## config.mk

```make
export PLATFORM = sky130hd
export DESIGN_NAME = clk_gen_ctrl
export DESIGN_NICKNAME = d
export VERILOG_FILES = /design/src/rtl/clk_gen_ctrl_pkg.sv /design/src/rtl/clk_gen_ctrl_rules.sv /design/src/rtl/clk_gen_ctrl_regs.sv /design/src/rtl/clk_gen_ctrl.sv
export SDC_FILE = /design/constraint.sdc
export NUM_CORES = 1
export LEC_CHECK = 0
export BUFFER_PORTS_ARGS = -buffer_cell sky130_fd_sc_hd__buf_2
export CAP_MARGIN = 20
export CORE_UTILIZATION = 42
export CTS_CLUSTER_DIAMETER = 50
export CTS_CLUSTER_SIZE = 10
export DETAILED_ROUTE_END_ITERATION = 7
export GPL_ROUTABILITY_DRIVEN = 0
export GPL_TIMING_DRIVEN = 1
export PLACE_DENSITY = 0.79
export REMOVE_ABC_BUFFERS = 1
export SYNTH_ARGS = -nofsm -noshare
export SYNTH_HDL_FRONTEND = slang
export SYNTH_HIERARCHICAL = 1
export SYNTH_SLANG_ARGS = --single-unit
```

## constraint.sdc

```tcl
create_clock -name clk -period 3.3 [get_ports clk]
set_clock_uncertainty 0.1 [all_clocks]
set_input_delay 0 -clock clk [delete_from_list [all_inputs] [get_ports clk]]
set_output_delay 0 -clock clk [all_outputs]
set_load 0.01 [all_outputs]
```

## src/rtl/clk_gen_ctrl_pkg.sv

```systemverilog
package clk_gen_ctrl_pkg;

  // Strobes from the write-rule control to the register datapath
  typedef struct packed {
    logic loadFields;  // store multiplier and loop range
    logic loadPll;     // update the PLL-on bit
    logic pllVal;
    logic loadSel;     // update the select bit
    logic selVal;
  } ctrlStrobes_t;

endpackage

```

## src/rtl/clk_gen_ctrl_rules.sv

```systemverilog
module clk_gen_ctrl_rules
  import clk_gen_ctrl_pkg::*;
(
  input  logic         clk,
  input  logic         rstN,
  input  logic         wrEn,
  input  logic         wrPllOn,
  input  logic         wrSelVco,
  input  logic         pllQ,
  input  logic         selQ,
  output ctrlStrobes_t strb
);

  logic pllChange;
  logic selChange;
  logic pllOffBlocked;
  logic selOnBlocked;

  assign pllChange     = wrPllOn != pllQ;
  assign selChange     = wrSelVco != selQ;
  // Stopping the PLL under a selected VCO clock is refused
  assign pllOffBlocked = !wrPllOn && selQ;
  // Picking the VCO clock while the PLL is stopped is refused
  assign selOnBlocked  = wrSelVco && !pllQ;

  always_comb begin
    strb            = '0;
    strb.pllVal     = wrPllOn;
    strb.selVal     = wrSelVco;
    if (wrEn) begin
      strb.loadFields = 1'b1;
      if (pllChange && selChange) begin
        // Both bits asked to move at once: keep both
        strb.loadPll = 1'b0;
        strb.loadSel = 1'b0;
      end else if (pllChange) begin
        strb.loadPll = !pllOffBlocked;
      end else if (selChange) begin
        strb.loadSel = !selOnBlocked;
      end
    end
  end

  AST_NO_DUAL_LOAD: assert property (@(posedge clk) disable iff (!rstN)
    !(strb.loadPll && strb.loadSel));

  AST_LOAD_NEEDS_WRITE: assert property (@(posedge clk) disable iff (!rstN)
    (strb.loadPll || strb.loadSel) |-> wrEn);

endmodule

```

## src/rtl/clk_gen_ctrl_regs.sv

```systemverilog
module clk_gen_ctrl_regs
  import clk_gen_ctrl_pkg::*;
#(
  parameter int MULT_W    = 12,
  parameter int RANGE_W   = 8,
  parameter int MULT_RST  = 1,
  parameter int RANGE_RST = 64
) (
  input  logic               clk,
  input  logic               rstN,
  input  ctrlStrobes_t       strb,
  input  logic [MULT_W-1:0]  wrMult,
  input  logic [RANGE_W-1:0] wrRange,
  output logic               pllQ,
  output logic               selQ,
  output logic [MULT_W-1:0]  multQ,
  output logic [RANGE_W-1:0] rangeQ,
  output logic               pllOnEff,
  output logic               selVcoEff,
  output logic [MULT_W-1:0]  multEff
);

  localparam logic [MULT_W-1:0]  MULT_ONE    = MULT_W'(1);
  localparam logic [MULT_W-1:0]  MULT_INIT   = MULT_W'(MULT_RST);
  localparam logic [RANGE_W-1:0] RANGE_INIT  = RANGE_W'(RANGE_RST);

  logic rangeLive;

  always_ff @(posedge clk or negedge rstN) begin
    if (!rstN) begin
      pllQ   <= 1'b0;
      selQ   <= 1'b0;
      multQ  <= MULT_INIT;
      rangeQ <= RANGE_INIT;
    end else begin
      if (strb.loadPll)    pllQ   <= strb.pllVal;
      if (strb.loadSel)    selQ   <= strb.selVal;
      if (strb.loadFields) begin
        multQ  <= wrMult;
        rangeQ <= wrRange;
      end
    end
  end

  assign rangeLive = |rangeQ;
  assign pllOnEff  = pllQ && rangeLive;
  assign selVcoEff = selQ && pllOnEff;
  assign multEff   = (multQ == '0) ? MULT_ONE : multQ;

  AST_SEL_NEEDS_PLL: assert property (@(posedge clk) disable iff (!rstN)
    selQ |-> pllQ);

  AST_PLL_HELD_UNDER_VCO: assert property (@(posedge clk) disable iff (!rstN)
    selQ |=> pllQ);

  AST_SEL_HELD_WHEN_OFF: assert property (@(posedge clk) disable iff (!rstN)
    !pllQ |=> !selQ);

  AST_HOLD_NO_WRITE: assert property (@(posedge clk) disable iff (!rstN)
    !strb.loadFields |=> ($stable(pllQ) && $stable(selQ) && $stable(multQ) && $stable(rangeQ)));

  AST_ZERO_RANGE_OFF: assert property (@(posedge clk) disable iff (!rstN)
    (rangeQ == '0) |-> (!pllOnEff && !selVcoEff));

  AST_EFF_SEL_IMPLIES_PLL: assert property (@(posedge clk) disable iff (!rstN)
    selVcoEff |-> pllOnEff);

  AST_MULT_NONZERO: assert property (@(posedge clk) disable iff (!rstN)
    multEff != '0);

endmodule

```

## src/rtl/clk_gen_ctrl.sv

```systemverilog
module clk_gen_ctrl
  import clk_gen_ctrl_pkg::*;
#(
  parameter int MULT_W    = 12,
  parameter int RANGE_W   = 8,
  parameter int MULT_RST  = 1,
  parameter int RANGE_RST = 64
) (
  input  logic               clk,
  input  logic               rstN,
  input  logic               wrEn,
  input  logic               wrPllOn,
  input  logic               wrSelVco,
  input  logic [MULT_W-1:0]  wrMult,
  input  logic [RANGE_W-1:0] wrRange,
  output logic               rdPllOn,
  output logic               rdSelVco,
  output logic [MULT_W-1:0]  rdMult,
  output logic [RANGE_W-1:0] rdRange,
  output logic               pllOnEff,
  output logic               selVcoEff,
  output logic [MULT_W-1:0]  multEff
);

  ctrlStrobes_t strb;
  logic         pllQ;
  logic         selQ;

  clk_gen_ctrl_rules rules_i (
    .clk      (clk),
    .rstN     (rstN),
    .wrEn     (wrEn),
    .wrPllOn  (wrPllOn),
    .wrSelVco (wrSelVco),
    .pllQ     (pllQ),
    .selQ     (selQ),
    .strb     (strb)
  );

  clk_gen_ctrl_regs #(
    .MULT_W    (MULT_W),
    .RANGE_W   (RANGE_W),
    .MULT_RST  (MULT_RST),
    .RANGE_RST (RANGE_RST)
  ) regs_i (
    .clk       (clk),
    .rstN      (rstN),
    .strb      (strb),
    .wrMult    (wrMult),
    .wrRange   (wrRange),
    .pllQ      (pllQ),
    .selQ      (selQ),
    .multQ     (rdMult),
    .rangeQ    (rdRange),
    .pllOnEff  (pllOnEff),
    .selVcoEff (selVcoEff),
    .multEff   (multEff)
  );

  assign rdPllOn  = pllQ;
  assign rdSelVco = selQ;

endmodule

```

# Word level (Yosys, flattened, before mapping)
# Index checks and enable logic that the tools add are counted.
[word_totals]
regBits = 22
latch_bits = 0
ramBits = 0
mem_bits_ro = 0
inputBits = 25
out_inout_bits = 36
elab_cells = 25
mem_count = 0
[classes]
add_sub_neg = 0
multipliers = 0
div_mod_pow = 0
n_lt_le_gt_ge = 0
n_eq_ne = 2
shifts = 0
n_mux = 8
bitwise = 0
reduce_logical = 11
[ops]
columns = ["operator", "count"]
rows = [
  ["12-bit zero test", 1],
  ["12-bit 2-to-1 mux", 1],
  ["8-bit OR reduction", 1],
  ["1-bit 2-to-1 mux", 6],
  ["1-bit logical AND", 5],
  ["1-bit zero test", 4],
  ["2-bit 2-to-1 mux", 1],
  ["1-bit inequality test", 2],
]

# Depth between registers and ports, before layout
[depth]
word_depth = 7
ltp_mapped = 4
mapped_depth_nobuf = 4

# Cells and area by module
# The synthesis kept the hierarchy.
[modules_own_cells]
columns = ["module", "n_inst", "cells_each", "area_each_um2"]
rows = [
  ["clk_gen_ctrl_regs", 1, 69, 993.5],
  ["clk_gen_ctrl_rules", 1, 10, 95.1],
]

# Worst setup path before layout
# OpenSTA, ideal clock, no wires.
[synth_timing]
path_kind = "register to register"
from = "register regs_i.selQ"
to = "register regs_i.selQ"
setup_ns = 0.126
arrival_ns = 0.978
path_slack_ns = 2.095
path_stages_with_launch = 5
path_buffers = 0
period_less_slack_ns = 1.205
path_cell_list = "dfrtp_1 > nor4b_2 > a22o_2 > nand2_1 > o21ai_0"
[synth_lines]
columns = ["item", "line", "text"]
rows = [
  ["start, declared", "clk_gen_ctrl_regs.sv:15", "output logic selQ,"],
  ["start signal, assigned", "clk_gen_ctrl_regs.sv:37", "if (strb.loadSel) selQ <= strb.selVal;"],
]

# Worst setup path after layout
[layout_timing]
from = "register regs_i.rangeQ[1]"
to = "output port selVcoEff"
[layout_between]
elab_chain_cells = 3
[layout_rtl]
columns = ["item", "line", "text"]
rows = [
  ["start, declared", "clk_gen_ctrl_regs.sv:17", "output logic [RANGE_W-1:0] rangeQ,"],
  ["start signal, assigned", "clk_gen_ctrl_regs.sv:40", "rangeQ <= wrRange;"],
  ["8-bit OR reduction", "clk_gen_ctrl_regs.sv:45", "assign rangeLive = |rangeQ;"],
  ["1-bit logical AND", "clk_gen_ctrl_regs.sv:46", "assign pllOnEff = pllQ && rangeLive;"],
  ["1-bit logical AND", "clk_gen_ctrl_regs.sv:47", "assign selVcoEff = selQ && pllOnEff;"],
  ["end, declared", "clk_gen_ctrl.sv:21", "output logic selVcoEff,"],
]
# Every way passes these cells.

==> results.md <==
- Total core area: 2450 sq um
- Antenna Nets Post-Route: 0
- FF-to-FF End: regs_i/selQ
- RSZ-0062 raised after global routing: no
- Area Growth Syn to Fin: 49.1%
- Worst hold-check path type: input port to asynchronous set/reset pin
- CTS tree: yes
- Fin Setup TNS: 0 ns
- Post-synthesis register bit count: 22
- Sequential Power Share: 44.2%
- Clock-pin slew on the worst setup and hold paths: 0.13 ns
- Mapped Avg Cell Area: 13.8 sq um
- Mean number of vias per cell: 4.79
- Outcome: complete, no violations
- NetSw: 230 uW
- Critical Path RT: 3.20 ns
- # rows: 18
- Worst Setup SP: regs_i/rangeQ[1]
- 1st-pass router iterations: 4
- Ys Warns: 6
- Final nets: 176
- Post-DP HPWL: 1630 um
- Leading area contributor after synthesis: dfrtp_1
- Pins Over Slew Limit: 0
- Startpoint types: flip-flop
- Total track usage: 20.7%
- Diodes inserted: 0
- Fill count: 195
- Crit path kind: flip-flop to output pin
- Setup crit end kind: output pin
- Area share of the largest cell type after synthesis: 46.0%
- Internal power: 562 uW
- Number of synthesized flops with an enable pin: 0
- Sequential area share after synthesis: 50.8%
- Sw Share: 29.1%
- Iteration-0 DRC Markers: 5
- Layout cells sized above 1: 60.7%
- Area contributors post-synth: dfrtp_1, mux2_4, dfstp_2, clkbuf_1, nor4b_2
- Clk network pwr share: 25.9%
- Clock sink count: 22
- Root buffer cell: clkbuf_4
- Synth cell types: 20
- Max IR drop VDD: 0.000339 V
- CP peak stage delay: 0.42 ns
- Grt peak-use layer: met2
- Final hold vios: 0
- Total grt overflow: 0
- # IOs: 61
- DRC: 0
- Met2 GRT Util: 35.9%
- Clock latency on the worst-skew pair: 0.31 ns
- Min Tclk post-route: 1.53 ns
- Worst-Margin Slew: 0.691 ns
- Initial Utilization: 44.3%
- Cell count after placement: 153
- H-tree lvl count: 1
- Met1 Usage GRT: 25.2%
- Final period utilization: 46.5%
- Synth top cells by count: dfrtp_1, mux2_4, clkbuf_1
- Crit path arrival time: 1.43 ns
- Max-cap viol count: 0
- Reg2Reg Setup Slack: 2.04 ns
- Finished Layout Cells: 180
- Cell Pwr Density: 488 nW/um^2
- Die Y: 52.9 um
- Register area: 553 sq um
- Primary FF master, synth: dfrtp_1
- Max Clock Freq: 652 MHz
- Multi-input logic area: 442 sq um
- FF-to-FF path depth: 4
- Max stage delay cell, worst path: dfrtp_1
- Rel. slew slack: 53.9%
- DR vias: 862
- WL final: 2580 um
- Lkg Pwr: 0.000826 uW
- CTS Buf Count: 3
- Port bufs: 60
- Area of the die: 2800 sq um
- Final setup vio count: 0
- Worst reg2reg startpoint: regs_i/selQ
- Vias in the first global route: 884
- Combinational power share: 29.9%
- Crit path cell chain: nor4_1 -> a211oi_1 -> buf_2
- Synth Cell Area: 1090 sq um
- Initial antenna violation count: 0
- Largest net degree at the start of global routing: 25
- Fraction of registers with async set or reset after synthesis: 100%
- Die width: 52.9 um
- Drt wl/cell: 14.3 um
- First-pass GRT wire length: 4080 um
- Cell count after synthesis: 79
- Critical Path Fanout Max: 3
- M3 GR Usage: 4.60%
- CTS max path bufs: 2
- Setup crit end: selVcoEff
- Post-CTS setup buffers: 0
[repair_timing]
| action | CTS | global route |
|---|---|---|
| endpoints found under the hold margin | 44 | 0 |
| resized for setup | 0 | 0 |
| hold buffers | 23 | 0 |
[final cells by class]
| type | count | share of cell area, % |
|---|---|---|
| Inverter | 2 | 0.463 |
| Tap cell | 30 | 2.31 |
| Timing Repair Buffer | 83 | 32.7 |
| Clock inverter | 1 | 1.85 |
| Clock buffer | 3 | 1.39 |
| Multi-Input combinational cell | 39 | 27.2 |
| Sequential cell | 22 | 34.1 |
[layout by cell type (no fill, tap or decap), types with 2 or more instances in the layout]
cell type and instances:
nor4_1 4, nand2_1 2, mux2_4 20, dfrtp_1 20
inv_1 2, dfstp_2 2, o21ai_0 2, dlygate4sd3_1 23
nor4b_2 2, clkbuf_4 3, buf_2 60
[worst min-delay path by stage]
| stage | startpoint | to | slack, ns | cells past startpoint |
|---|---|---|---|---|
| 6_report | rstN | regs_i/selQ | 0.05 | 2 |
| 5_1_grt | rstN | regs_i/rangeQ[2] | 0.10 | 2 |
| 4_1_cts | rstN | regs_i/selQ | 0.07 | 2 |
| 3_5_place_dp | rstN | regs_i/selQ | -0.11 | 1 |
| 3_3_place_gp | rstN | regs_i/selQ | -0.12 | 1 |
| 2_1_floorplan | rstN | regs_i/multQ[10] | -0.40 | 0 |
[cells by family after synthesis]
kind of cell | Yosys count | share of synthesized area [%]
mux | 20 | 27.6
buf+inv | 18 | 8.62
compound gates | 7 | 4.60
simple gates | 11 | 7.59
flops | 22 | 50.8
xor+xnor | 1 | 0.805
[through the flow]
stage | setup WS (ns) | total power, uW | hold WS, ns | util (%) | instance area, sq um
after detailed placement | 2.01 | 570 | -0.111 | 54.6 | 1340
after global placement | 2.09 | 560 | -0.122 | 54.6 | 1340
final | 1.77 | 792 | 0.0531 | 66.1 | 1620
after CTS | 1.75 | 795 | 0.0667 | 66.1 | 1620
after floorplan | 2.10 | 464 | -0.396 | - | 1000
after global routing | 1.66 | 841 | 0.104 | 66.1 | 1620
[sequential cells by signal, summed over array words and instances, names as in the netlist]
name / count
regs_i/rangeQ: 8
regs_i/selQ: 1
regs_i/pllQ: 1
regs_i/multQ: 12
[power groups by stage]
stage	Sequential [uW]	Clock (uW)	Combinational, uW
after global routing	357	225	259
after floorplan	374	0	90.7
after global placement	350	0	210
after CTS	350	209	237
final	350	205	237
after detailed placement	354	0	216
[worst max-delay path: cells and delay by family, from the launching register on]
kind,cells,cell delay (ns)
flip-flops,1,0.42
AO/OA/AOI/OAI,1,0.13
AND/OR/NAND/NOR,1,0.41
buffers and inverters,1,0.16
[layer usage]
| layer | vias up | share of wire, % |
|---|---|---|
| li1 | 410 | - |
| met1 | 401 | 42 |
| met2 | 47 | 50 |
| met3 | 4 | 7.2 |
| met4 | 0 | 0.97 |
| met5 | - | 0 |
Note: power is estimated with default switching activity, not from simulation.
